$ cat config.mk
export PLATFORM = sky130hd
export DESIGN_NAME = post_wr_gate
export DESIGN_NICKNAME = d
export VERILOG_FILES = /design/src/rtl/post_wr_gate.sv
export SDC_FILE = /design/constraint.sdc
export NUM_CORES = 1
export LEC_CHECK = 0
export BUFFER_PORTS_ARGS = -buffer_cell sky130_fd_sc_hd__buf_2
export CAP_MARGIN = 20
export CORE_MARGIN = 3
export CORE_UTILIZATION = 56
export DETAILED_ROUTE_END_ITERATION = 12
export GPL_TIMING_DRIVEN = 0
export MAX_ROUTING_LAYER = met4
export PLACE_DENSITY = 0.86
export SLEW_MARGIN = 30
export SYNTH_ARGS = -nofsm -noshare
export SYNTH_HDL_FRONTEND = slang
export SYNTH_SLANG_ARGS = --single-unit
$ cat constraint.sdc
create_clock -name clk -period 3.2 [get_ports clk]
set_clock_uncertainty 0.2 [all_clocks]
set_input_delay 0.64 -clock clk [delete_from_list [all_inputs] [get_ports clk]]
set_output_delay 0.64 -clock clk [all_outputs]
set_load 0.01 [all_outputs]
$ cat src/rtl/post_wr_gate.sv
module post_wr_gate #(
  parameter int AW    = 8,
  parameter int DW    = 16,
  parameter int DEPTH = 4,
  parameter int LAW   = 4
) (
  input  logic          clk,
  input  logic          rst_n,
  input  logic          op_valid,
  input  logic [2:0]    op_kind,
  input  logic [AW-1:0] op_addr,
  input  logic [DW-1:0] op_wdata,
  output logic          op_stall,
  output logic          rd_valid,
  output logic [DW-1:0] rd_data,
  output logic          bus_req,
  output logic          bus_wr,
  output logic          bus_io,
  output logic [AW-1:0] bus_addr,
  output logic [DW-1:0] bus_wdata,
  input  logic          bus_ack,
  input  logic [DW-1:0] bus_rdata
);
  localparam int PW     = $clog2(DEPTH);
  localparam int LWORDS = 1 << LAW;
  localparam logic [PW:0] FULL = (PW+1)'(DEPTH);
  localparam logic [2:0] K_LD = 3'd1, K_ST = 3'd2, K_IORD = 3'd3,
                         K_IOWR = 3'd4, K_SER = 3'd5;

  logic [AW-1:0] q_addr [DEPTH];
  logic [DW-1:0] q_data [DEPTH];
  logic [DW-1:0] lmem   [LWORDS];
  logic [PW-1:0] head, tail;
  logic [PW:0]   cnt;
  logic          pend_v, pend_rd, pend_io;
  logic [AW-1:0] pend_addr;
  logic [DW-1:0] pend_data;
  logic [DW-1:0] hit_dat;

  wire q_empty  = (cnt == '0);
  wire q_full   = (cnt == FULL);
  wire is_local = (op_addr[AW-1:LAW] == '0);
  wire ld_hit   = (op_kind == K_LD) & is_local;
  wire ld_miss  = (op_kind == K_LD) & ~is_local;

  assign op_stall = pend_v
                  | ((op_kind == K_ST) & q_full)
                  | (((op_kind == K_IORD) | (op_kind == K_SER)) & ~q_empty);
  wire accept = op_valid & ~op_stall;
  wire push   = accept & (op_kind == K_ST);
  wire to_pend = accept & (ld_miss | (op_kind == K_IORD) | (op_kind == K_IOWR));

  assign bus_req   = ~q_empty | pend_v;
  assign bus_wr    = q_empty ? ~pend_rd  : 1'b1;
  assign bus_io    = q_empty ? pend_io   : 1'b0;
  assign bus_addr  = q_empty ? pend_addr : q_addr[head];
  assign bus_wdata = q_empty ? pend_data : q_data[head];

  wire done      = bus_req & bus_ack;
  wire pop       = done & ~q_empty;
  wire pend_done = done & q_empty;
  wire head_local = (q_addr[head][AW-1:LAW] == '0);

  always_comb begin
    hit_dat = lmem[op_addr[LAW-1:0]];
    for (int i = 0; i < DEPTH; i++)
      if (((PW+1)'(i) < cnt) && (q_addr[head + PW'(i)] == op_addr))
        hit_dat = q_data[head + PW'(i)];
  end

  always_ff @(posedge clk) begin
    if (push) begin
      q_addr[tail] <= op_addr;
      q_data[tail] <= op_wdata;
    end
    if (pop && head_local)
      lmem[q_addr[head][LAW-1:0]] <= q_data[head];
  end

  always_ff @(posedge clk) begin
    if (!rst_n) begin
      head     <= '0;
      tail     <= '0;
      cnt      <= '0;
      pend_v   <= 1'b0;
      pend_rd  <= 1'b0;
      pend_io  <= 1'b0;
      pend_addr <= '0;
      pend_data <= '0;
      rd_valid <= 1'b0;
      rd_data  <= '0;
    end else begin
      if (push) tail <= tail + 1'b1;
      if (pop)  head <= head + 1'b1;
      cnt <= cnt + (PW+1)'(push) - (PW+1)'(pop);
      if (pend_done) pend_v <= 1'b0;
      if (to_pend) begin
        pend_v    <= 1'b1;
        pend_rd   <= (op_kind != K_IOWR);
        pend_io   <= (op_kind != K_LD);
        pend_addr <= op_addr;
        pend_data <= op_wdata;
      end
      rd_valid <= (pend_done & pend_rd) | (accept & ld_hit);
      if (pend_done) rd_data <= bus_rdata;
      else if (accept & ld_hit) rd_data <= hit_dat;
    end
  end


  full_hold_chk: assert property (@(posedge clk) disable iff (!rst_n)
    (q_full && !bus_ack && op_valid && op_kind == K_ST) |=> (op_stall || !q_full));

  bus_hold_chk: assert property (@(posedge clk) disable iff (!rst_n)
    (bus_req && !bus_ack) |=> (bus_req && $stable(bus_addr) && $stable(bus_wr)
                               && $stable(bus_io) && $stable(bus_wdata)));

  iord_issue_chk: assert property (@(posedge clk) disable iff (!rst_n)
    (accept && op_kind == K_IORD) |=> (bus_req && bus_io && !bus_wr && bus_addr == $past(op_addr)));

  ser_idle_chk: assert property (@(posedge clk) disable iff (!rst_n)
    (accept && op_kind == K_SER) |-> !bus_req);

  miss_behind_chk: assert property (@(posedge clk) disable iff (!rst_n)
    (accept && ld_miss && !q_empty && !bus_ack) |=> (bus_req && bus_wr && !bus_io));

  iowr_block_chk: assert property (@(posedge clk) disable iff (!rst_n)
    (accept && op_kind == K_IOWR) |=> (op_stall && bus_req));
endmodule

==> metrics <==
largest fanout on the critical path 8; Leak 7.35 nW; final worst setup slack -17.3 ps; post-route ant nets 0; Finished Core Util 0.679; Hold Fails Final Rpt 0; global route total overflow 0; Layout area overhead 19.3%; DR WL/cell 30.6 um; Iter 0 DRT Violations 2188; die area 0.0354 mm^2; slew margin rel. 0.435; Max Cap Violations 0; Worst Path Arrival 3250 ps; HPWL after detailed placement 30.3 mm; routability cong. 0.920; Multi-input gate area 0.00679 mm^2; Fin Hold WS 130 ps; Core Box Area 0.0326 mm^2; Slew Limit Fails 0; Synth Net Count 1114; number of enable flip-flop cells after synthesis 352; hold-fix buffers at CTS 0; Worst setup EP type register; Skew-Pair Late Insertion Delay 550 ps; via count 11900; Detailed Routing Iterations Pass 1 8; total power 0.0153 W; FFs w/ async S/R, synth 0; TritonCTS clock tree done; Final setup viols 9; number of port buffers 91; Inst Count DP 1593; CTS Root Cell clkbuf_16; sw frac 0.292; FP Rows 66; Post-Syn Area 0.0186 mm^2; startpoint types register; Flop pwr share 0.405; commonest non-fill, non-tap cell in the layout edfxtp_1; RSZ-0062 raised after global routing yes; fin crit period 3220 ps; clock tree buffer depth 3; final non-filler cell total 1725; Setup CP Type reg -> reg; DRT Wirelength 52.8 mm; Area contributors post-synth edfxtp_1 57%, mux4_2 19%, dfxtp_1 5.7%; failing checks negative setup slack; initial antenna violation count 3; vias per std cell 6.90; Die Wd 188 um; Initial Util 0.569; WP data required 3230 ps; Fill cells 1931; status complete, but fails checks; Seq cells post-synth 405; Internal 0.0108 W; clock slew seen by the registers of the worst setup and hold paths 60 ps; area share of the largest cell type after synthesis 0.569; Ys Warns 0; Distinct cells, synth 45; Seq/Total Area, Yosys 0.626; worst slew pin tran 848 ps; fmax 311 MHz; ratio of cells with drive above 1 in the final layout 0.377; most common flop cell mapped by yosys edfxtp_1; synthesized instance count 1058; worst min-delay path class in -> reg; combinational group share of total power 0.255; first-pass GRT wire length 76.5 mm; chip height 188 um; Syn Area/Cell 17.6 um^2; TritonCTS buffer count 41; PD cells 691 mW/mm^2; clock share of power 0.340; VDD IR max 0.552 mV; most frequent cells in the layout 352 x edfxtp_1, 161 x mux4_2, 100 x buf_2; number of H-tree levels 2; CTS sink count 405; DRC 0; total track usage 0.303; pin count of the biggest net entering global routing 25; P_sw 0.00447 W; final net count 1303; vias in the first global route 11800; register area 0.0116 mm^2; setup tns final -43.9 ps; post-synth top area cell edfxtp_1; fin crit share 1.01; Ports 92
[worst max-delay path, cell delays in order, from the launching register on]
cell and delay [ps]:
dfxtp_2 330, buf_8 160, buf_4 170, mux4_2 550, nor4_2 440, nand2_1 130
nor2_1 280, nand2_2 230, nor2_4 240, buf_12 180
[synthesized netlist by cell type, types with 5 or more instances]
master,instances
nand4_1,5
nor2_1,38
inv_1,9
mux2_2,17
nand3_1,5
dfxtp_1,53
xor2_1,16
mux4_2,160
o21ai_0,30
nor2b_1,31
ha_1,8
a21oi_1,38
edfxtp_1,352
buf_2,18
buf_1,13
nand2_1,82
o31a_1,16
mux2i_1,46
o21ai_1,5
mux4_1,14
xnor2_1,23
and2_1,11
clkbuf_1,35
[flip-flops by register name, summed over array words and instances, names as in the netlist, named ones only]
register,cells
cnt,3
head,2
lmem,256
pend_addr,8
pend_data,16
pend_io,1
pend_rd,1
pend_v,1
q_addr,32
q_data,64
rd_data,16
rd_valid,1
tail,2
[worst paths after layout]
check,start,to,slack [ps],depth (start not counted)
max reg2reg,register,lmem[2][7],-20,9
min reg2reg,pend_io,pend_io,290,1
max,register,lmem[2][7],-20,9
min,op_wdata[9],q_data[3][9],130,1
[power by group through the flow]
stage	combinational, W	clock (W)	sequential [W]
floorplan	0.00229	0	0.00628
detailed placement	0.00343	0	0.00630
global placement	0.00330	0	0.00629
CTS	0.00364	0.00517	0.00620
global route	0.00409	0.00541	0.00621
finish	0.00390	0.00521	0.00620
[through the flow]
step / cell area, um^2 / setup WS [ps]
after floorplan: 18600 / -104
after global placement: 19600 / -1760
after detailed placement: 19800 / -1050
after CTS: 21900 / 4.22
after global routing: 22200 / -71.3
final: 22200 / -17.3
[layout make-up]
class | count | area share
clock buffers | 47 | 0.0497
plain buffers | 70 | 0.0221
repair buffers | 147 | 0.0537
diodes | 3 | 0.000339
clock inverters | 29 | 0.0159
well taps | 442 | 0.0250
flip-flops and latches | 405 | 0.525
multi-input cells | 573 | 0.306
inverters | 9 | 0.00153
[cell families after synthesis]
family / count (synthesis) / synth area share
multiplexers: 237 / 0.249
adder cells (fa/ha/maj): 9 / 0.00647
XOR/XNOR: 39 / 0.0184
AND/OR/NAND/NOR: 192 / 0.0499
flip-flops: 405 / 0.626
buffers and inverters: 80 / 0.0197
AO/OA/AOI/OAI: 96 / 0.0303
[metal layers]
layer,vias up,share of wire,track usage
li1,4659,-,-
met1,5948,0.34,0.396
met2,1082,0.50,0.480
met3,218,0.12,0.0615
met4,0,0.045,0.110
met5,-,0,-
[timing repair]
action | CTS | global route
gates cloned | 0 | 1
buffers inserted | 39 | 13
hold endpoints to repair | 0 | 0
pin swaps | 18 | 2
setup endpoints to repair | 364 | 290
resized for setup | 59 | 31
Note: power is estimated with default switching activity, not from simulation.
